--- src/rtl/owire_pkg.sv ---
package owire_pkg;

  typedef enum logic [2:0] {
    ST_IDLE,
    ST_SLOT,
    ST_PD_WAIT,
    ST_PD_DRIVE,
    ST_PD_REL
  } owire_st_e;

  localparam int unsigned SPD_STD = 0;
  localparam int unsigned SPD_OD  = 1;
  localparam int unsigned N_SPD   = 2;

  // nanoseconds to clock cycles, rounded up
  function automatic int unsigned ns2cyc(int unsigned ns, int unsigned mhz);
    return (ns * mhz + 999) / 1000;
  endfunction

  function automatic int unsigned maxu(int unsigned a, int unsigned b);
    return (a > b) ? a : b;
  endfunction

endpackage

--- src/rtl/owire_sync.sv ---
module owire_sync #(
  parameter int unsigned STAGES = 2
) (
  input  logic clk_i,
  input  logic rst_ni,
  input  logic d_i,
  output logic q_o
);
  logic [STAGES-1:0] sr_q;

  generate
    if (STAGES == 1) begin : g_one
      always_ff @(posedge clk_i or negedge rst_ni) begin
        if (!rst_ni) sr_q <= '1;
        else         sr_q <= d_i;
      end
    end else begin : g_chain
      always_ff @(posedge clk_i or negedge rst_ni) begin
        if (!rst_ni) sr_q <= '1;
        else         sr_q <= {sr_q[STAGES-2:0], d_i};
      end
    end
  endgenerate

  assign q_o = sr_q[STAGES-1];
endmodule

--- src/rtl/owire_thresh.sv ---
module owire_thresh
  import owire_pkg::*;
#(
  parameter int unsigned CLK_MHZ     = 50,
  parameter int unsigned CW          = 16,
  parameter int unsigned SAMP_STD_NS = 30000,
  parameter int unsigned SAMP_OD_NS  = 3500,
  parameter int unsigned HOLD_STD_NS = 30000,
  parameter int unsigned HOLD_OD_NS  = 3000,
  parameter int unsigned RST_STD_NS  = 480000,
  parameter int unsigned RST_OD_NS   = 48000,
  parameter int unsigned PDH_STD_NS  = 20000,
  parameter int unsigned PDH_OD_NS   = 3000,
  parameter int unsigned PDL_STD_NS  = 120000,
  parameter int unsigned PDL_OD_NS   = 12000
) (
  input  logic          od_i,
  output logic [CW-1:0] samp_o,
  output logic [CW-1:0] hold_o,
  output logic [CW-1:0] rst_o,
  output logic [CW-1:0] pdh_o,
  output logic [CW-1:0] pdl_o
);
  logic [CW-1:0] samp_tab [N_SPD];
  logic [CW-1:0] hold_tab [N_SPD];
  logic [CW-1:0] rst_tab  [N_SPD];
  logic [CW-1:0] pdh_tab  [N_SPD];
  logic [CW-1:0] pdl_tab  [N_SPD];

  for (genvar g = 0; g < N_SPD; g++) begin : g_spd
    localparam int unsigned SAMP_NS = (g == SPD_OD) ? SAMP_OD_NS : SAMP_STD_NS;
    localparam int unsigned HOLD_NS = (g == SPD_OD) ? HOLD_OD_NS : HOLD_STD_NS;
    localparam int unsigned RST_NS  = (g == SPD_OD) ? RST_OD_NS  : RST_STD_NS;
    localparam int unsigned PDH_NS  = (g == SPD_OD) ? PDH_OD_NS  : PDH_STD_NS;
    localparam int unsigned PDL_NS  = (g == SPD_OD) ? PDL_OD_NS  : PDL_STD_NS;
    assign samp_tab[g] = CW'(ns2cyc(SAMP_NS, CLK_MHZ));
    assign hold_tab[g] = CW'(ns2cyc(HOLD_NS, CLK_MHZ));
    assign rst_tab[g]  = CW'(ns2cyc(RST_NS,  CLK_MHZ));
    assign pdh_tab[g]  = CW'(ns2cyc(PDH_NS,  CLK_MHZ));
    assign pdl_tab[g]  = CW'(ns2cyc(PDL_NS,  CLK_MHZ));
  end

  assign samp_o = samp_tab[od_i];
  assign hold_o = hold_tab[od_i];
  assign rst_o  = rst_tab[od_i];
  assign pdh_o  = pdh_tab[od_i];
  assign pdl_o  = pdl_tab[od_i];
endmodule

--- src/rtl/owire_slot_fsm.sv ---
module owire_slot_fsm
  import owire_pkg::*;
#(
  parameter int unsigned CW = 16
) (
  input  logic          clk_i,
  input  logic          rst_ni,
  input  logic          dq_s_i,
  input  logic [CW-1:0] samp_i,
  input  logic [CW-1:0] hold_i,
  input  logic [CW-1:0] rst_i,
  input  logic [CW-1:0] pdh_i,
  input  logic [CW-1:0] pdl_i,
  input  logic          tx_valid_i,
  input  logic          tx_bit_i,
  output logic          tx_ready_o,
  output logic          rx_valid_o,
  output logic          rx_bit_o,
  output logic          reset_o,
  output logic          pull_o
);
  owire_st_e     st_q;
  logic [CW-1:0] cnt_q;
  logic          rd_q;

  always_ff @(posedge clk_i or negedge rst_ni) begin
    if (!rst_ni) begin
      st_q       <= ST_IDLE;
      cnt_q      <= '0;
      rd_q       <= 1'b0;
      pull_o     <= 1'b0;
      rx_valid_o <= 1'b0;
      rx_bit_o   <= 1'b0;
      reset_o    <= 1'b0;
      tx_ready_o <= 1'b0;
    end else begin
      rx_valid_o <= 1'b0;
      reset_o    <= 1'b0;
      tx_ready_o <= 1'b0;
      unique case (st_q)
        ST_IDLE: begin
          if (!dq_s_i) begin
            st_q       <= ST_SLOT;
            cnt_q      <= CW'(1);
            rd_q       <= tx_valid_i;
            tx_ready_o <= tx_valid_i;
            pull_o     <= tx_valid_i & ~tx_bit_i;
          end
        end
        ST_SLOT: begin
          if (cnt_q < rst_i) cnt_q <= cnt_q + 1'b1;
          if (rd_q && cnt_q == hold_i) pull_o <= 1'b0;
          if (!rd_q && cnt_q == samp_i) begin
            rx_valid_o <= 1'b1;
            rx_bit_o   <= dq_s_i;
          end
          // slot ends on the line high once the sample point is past
          if (dq_s_i && cnt_q > samp_i) begin
            pull_o <= 1'b0;
            if (cnt_q >= rst_i) begin
              reset_o <= 1'b1;
              cnt_q   <= '0;
              st_q    <= ST_PD_WAIT;
            end else begin
              st_q <= ST_IDLE;
            end
          end
        end
        ST_PD_WAIT: begin
          cnt_q <= cnt_q + 1'b1;
          if (cnt_q >= pdh_i) begin
            pull_o <= 1'b1;
            cnt_q  <= '0;
            st_q   <= ST_PD_DRIVE;
          end
        end
        ST_PD_DRIVE: begin
          cnt_q <= cnt_q + 1'b1;
          if (cnt_q >= pdl_i) begin
            pull_o <= 1'b0;
            st_q   <= ST_PD_REL;
          end
        end
        ST_PD_REL: begin
          if (dq_s_i) st_q <= ST_IDLE;
        end
        default: st_q <= ST_IDLE;
      endcase
    end
  end
endmodule

--- src/rtl/owire_slot_slave.sv ---
module owire_slot_slave
  import owire_pkg::*;
#(
  parameter int unsigned CLK_MHZ     = 50,
  parameter int unsigned SYNC_STAGES = 2,
  parameter int unsigned SAMP_STD_NS = 30000,
  parameter int unsigned SAMP_OD_NS  = 3500,
  parameter int unsigned HOLD_STD_NS = 30000,
  parameter int unsigned HOLD_OD_NS  = 3000,
  parameter int unsigned RST_STD_NS  = 480000,
  parameter int unsigned RST_OD_NS   = 48000,
  parameter int unsigned PDH_STD_NS  = 20000,
  parameter int unsigned PDH_OD_NS   = 3000,
  parameter int unsigned PDL_STD_NS  = 120000,
  parameter int unsigned PDL_OD_NS   = 12000
) (
  input  logic clk_i,
  input  logic rst_ni,
  input  logic dq_i,
  input  logic od_i,
  input  logic tx_valid_i,
  input  logic tx_bit_i,
  output logic tx_ready_o,
  output logic rx_valid_o,
  output logic rx_bit_o,
  output logic reset_o,
  output logic pull_o
);
  localparam int unsigned MAX_NS  = maxu(maxu(RST_STD_NS, PDL_STD_NS),
                                         maxu(RST_OD_NS, PDL_OD_NS));
  localparam int unsigned MAX_CYC = ns2cyc(MAX_NS, CLK_MHZ) + 2;
  localparam int unsigned CW      = $clog2(MAX_CYC + 1);

  logic          dq_s;
  logic [CW-1:0] samp_c, hold_c, rst_c, pdh_c, pdl_c;

  owire_sync #(.STAGES(SYNC_STAGES)) u_sync (
    .clk_i (clk_i),
    .rst_ni(rst_ni),
    .d_i   (dq_i),
    .q_o   (dq_s)
  );

  owire_thresh #(
    .CLK_MHZ    (CLK_MHZ),
    .CW         (CW),
    .SAMP_STD_NS(SAMP_STD_NS), .SAMP_OD_NS(SAMP_OD_NS),
    .HOLD_STD_NS(HOLD_STD_NS), .HOLD_OD_NS(HOLD_OD_NS),
    .RST_STD_NS (RST_STD_NS),  .RST_OD_NS (RST_OD_NS),
    .PDH_STD_NS (PDH_STD_NS),  .PDH_OD_NS (PDH_OD_NS),
    .PDL_STD_NS (PDL_STD_NS),  .PDL_OD_NS (PDL_OD_NS)
  ) u_thresh (
    .od_i  (od_i),
    .samp_o(samp_c),
    .hold_o(hold_c),
    .rst_o (rst_c),
    .pdh_o (pdh_c),
    .pdl_o (pdl_c)
  );

  owire_slot_fsm #(.CW(CW)) u_fsm (
    .clk_i     (clk_i),
    .rst_ni    (rst_ni),
    .dq_s_i    (dq_s),
    .samp_i    (samp_c),
    .hold_i    (hold_c),
    .rst_i     (rst_c),
    .pdh_i     (pdh_c),
    .pdl_i     (pdl_c),
    .tx_valid_i(tx_valid_i),
    .tx_bit_i  (tx_bit_i),
    .tx_ready_o(tx_ready_o),
    .rx_valid_o(rx_valid_o),
    .rx_bit_o  (rx_bit_o),
    .reset_o   (reset_o),
    .pull_o    (pull_o)
  );
endmodule

--- config.mk ---
export PLATFORM = sky130hd
export DESIGN_NAME = owire_slot_slave
export DESIGN_NICKNAME = d
export VERILOG_FILES = /design/src/rtl/owire_pkg.sv /design/src/rtl/owire_sync.sv /design/src/rtl/owire_thresh.sv /design/src/rtl/owire_slot_fsm.sv /design/src/rtl/owire_slot_slave.sv
export SDC_FILE = /design/constraint.sdc
export NUM_CORES = 1
export LEC_CHECK = 0
export BUFFER_PORTS_ARGS = -buffer_cell sky130_fd_sc_hd__buf_2
export CORE_ASPECT_RATIO = 1.2
export CORE_MARGIN = 2
export CORE_UTILIZATION = 55
export DETAILED_ROUTE_END_ITERATION = 6
export PLACE_DENSITY = 0.82
export SYNTH_ARGS = -nofsm -noshare
export SYNTH_HDL_FRONTEND = slang
export SYNTH_SLANG_ARGS = --single-unit
--- constraint.sdc ---
create_clock -name clk_i -period 2.7 [get_ports clk_i]
set_clock_uncertainty 0.15 [all_clocks]
set_input_delay 0.54 -clock clk_i [delete_from_list [all_inputs] [get_ports clk_i]]
set_output_delay 0.54 -clock clk_i [all_outputs]
set_load 0.02 [all_outputs]
==> results.yml <==
status:
  status: "finished, final reports clean"
synth:
  synth.most_common_cell: "a21oi_1"
  synth_seq_cells: 26
  avgSynthCellArea_um2: 8.543
  syn_nets: 270
  synth_cells: 244
  synth_top_cell_by_area: "dfrtp_1"
  synth_edf_count: 0
  ys_warn_count: 0
  ys_seq_area_share_pct: 31.33
  netlist_area_mm2: 0.002084
  synth_async_sr_flop_share_pct: 100.0
  synth_area_leaders: "dfrtp_1 29%, ha_1 12%, a21oi_1 7.0%"
  yosys.area.top_type_share_pct: 28.81
  synth_cell_types: 51
  synthFlopType: "dfrtp_1"
  synthTopCellsByCount: "29 x a21oi_1, 24 x dfrtp_1, 20 x ha_1, 19 x nand2_1"
pwr:
  pwr-share-comb_pct: 54.9
  irDropWorstVdd_v: 0.0003272
  swShare_pct: 41.69
  cellLeakagePower_nw: 1.220
  p_seq_share_pct: 27.8
  p_int_mw: 1.134
  clkPwrFrac_pct: 17.4
  power.density_mw_per_mm2: 723.1
  power_switching_mw: 0.8111
  power_mw: 1.945
clock_network:
  cts_root_buf: "clkbuf_8"
  ctsLongestPathBuffers: 2
  clock_latency_ps: 280
  cts_buffers: 3
  cts_sinks: 26
  tritoncts: "done"
  clk_pin_slew_ps: 100
  htreeDepth: 1
timing:
  fin_crit_ps: 2624
  setup_viol: 0
  hold_viol: 0
  relSlewSlack_pct: 59.26
  slew_viol_final: 0
  max_freq_mhz: 381.1
  fin_ws_ps: 75.71
  post-route-period-util_pct: 97.20
  worst_pin_slew_ps: 611.1
placement:
  dp_cells: 336
  place_area_mm2: 0.002480
  io_buffers: 10
  dp_slack_ps: -285.7
  place_hpwl_um: 4319
  gp_congestion: 0.9023
floorplan:
  dieArea_mm2: 0.004301
  start_util_pct: 57.37
  io_pins: 11
  die_x_um: 60.20
  coreArea_mm2: 0.003633
  die_h_um: 71.44
  placement_rows: 24
detailed_routing:
  wl_um: 6257
  drtPass1Iterations: 5
  wl_per_cell_um: 18.14
  vias: 2176
  drt_iter0_drc: 207
  detail-route-antenna-nets: 0
  vias_per_cell: 6.307
  drc: 0
finish:
  diodes: 0
  final_area_mm2: 0.002690
  utilization_pct: 74.04
  area_growth_syn_to_layout_pct: 29.05
  drive_above_1_share_pct: 30.72
  finalNetCount: 320
  nFillCells: 235
  stdcell_count: 345
min_path:
  min_path_type: "in2async"
grt:
  grt_first_pass_wirelength_um: 9549
  grt_max_degree: 27
  grt_use_total_pct: 29.61
  grt_overflow_total: 0
  antenna_found_initial: 0
  grt_pass1_vias: 2024
worst_setup_path:
  path_max_fanout: 7
  cp.required_ps: 2720
  cp-end-kind: "flip-flop"
  critPathArrivalTime_ps: 2650
  critPathLaunchType: "primary input"
  worstSetupPathType: "in2reg"
flow_run:
  maxCapViolCount: 0
==> worst max-delay path: stages <==
cell	delay [ps]
buf_6	110
buf_6	140
ha_1	330
nand4b_1	150
buf_4	180
a21oi_2	120
a211oi_2	80
o31a_2	320
a21o_4	240
buf_4	150
a221o_1	280
==> cell families after synthesis <==
kind of cell / count (synthesis) / synth area share (%)
adders and majority gates: 20 / 12.00
buffers and inverters: 24 / 5.402
DFF: 26 / 31.33
and+or+nand+nor: 93 / 24.85
AOI/OAI and AO/OA: 79 / 25.33
muxes: 2 / 1.080
==> final cells by class <==
type | instances | area [um2] | area share, %
Clock buffer | 3 | 41.29 | 1.535
Timing Repair Buffer | 54 | 397.9 | 14.79
Tap cell | 52 | 65.06 | 2.419
Inverter | 15 | 60.06 | 2.233
Clock inverter | 1 | 30.03 | 1.116
Sequential cell | 26 | 653.1 | 24.28
Multi-Input combinational cell | 194 | 1443 | 53.63
==> cells in the final DEF (no fill, tap or decap), types with 5 or more instances in the layout <==
cell type,synthesis,routed
a21oi_1,29,26
and3_1,7,7
buf_2,0,9
buf_4,0,41
dfrtp_1,24,24
ha_1,20,15
ha_4,0,5
inv_1,15,14
nand2_1,19,19
nand3_1,13,13
nor2_1,15,13
nor3_1,7,7
o21ai_0,14,13
==> through the flow <==
stage | TNS, ps | hold WS [ps]
after floorplan | -20.20 | 94.41
after global placement | -3168 | 195.3
after detailed placement | -3490 | 197.2
after CTS | 0 | 120.9
after global routing | -71.25 | 136.5
final | 0 | 107.0
==> sequential cells by signal (all words and copies together) (netlist names) <==
name,count
u_fsm.cnt_q,15
u_fsm.pull_o,1
u_fsm.rd_q,1
u_fsm.reset_o,1
u_fsm.rx_bit_o,1
u_fsm.rx_valid_o,1
u_fsm.st_q,3
u_fsm.tx_ready_o,1
u_sync.sr_q,2
==> repair_timing <==
action / 4_1_cts / 5_1_grt
hold buffers: 0 / 0
resized for setup: 1 / 22
pin swaps: 0 / 11
gates cloned: 0 / 0
endpoints found under the setup margin: 2 / 13
buffers inserted: 0 / 5
==> routing by layer <==
metal | track usage, % | vias up | share of wire, %
li1 | - | 1022 | -
met1 | 37.24 | 994 | 40
met2 | 50.00 | 139 | 48
met3 | 2.888 | 21 | 8.0
met4 | 13.58 | 0 | 3.4
met5 | 0 | - | 0
==> power groups by stage <==
stage                     registers (mW)  clock network, mW  logic [mW]
after CTS                          0.536              0.336       0.949
after global routing               0.549              0.359        1.17
final                              0.540              0.338        1.07
after global placement             0.538                  0       0.921
after floorplan                    0.523                  0       0.649
after detailed placement           0.544                  0       0.935
==> final timing paths <==
kind,startpoint,to,slack [ps],cells past startpoint
worst max-delay path,od_i,u_fsm.cnt_q[14],80,11
max in group asynchronous,rst_ni,u_fsm.cnt_q[10],1890,1
worst max register to register,u_fsm.cnt_q[14],u_fsm.cnt_q[14],90,9
worst min register to register,u_sync.sr_q[0],u_sync.sr_q[1],210,0
min in group clk_i,dq_i,u_sync.sr_q[0],200,1
worst min-delay path,rst_ni,u_fsm.rx_valid_o,110,1
(Power assumes the default switching activity.)
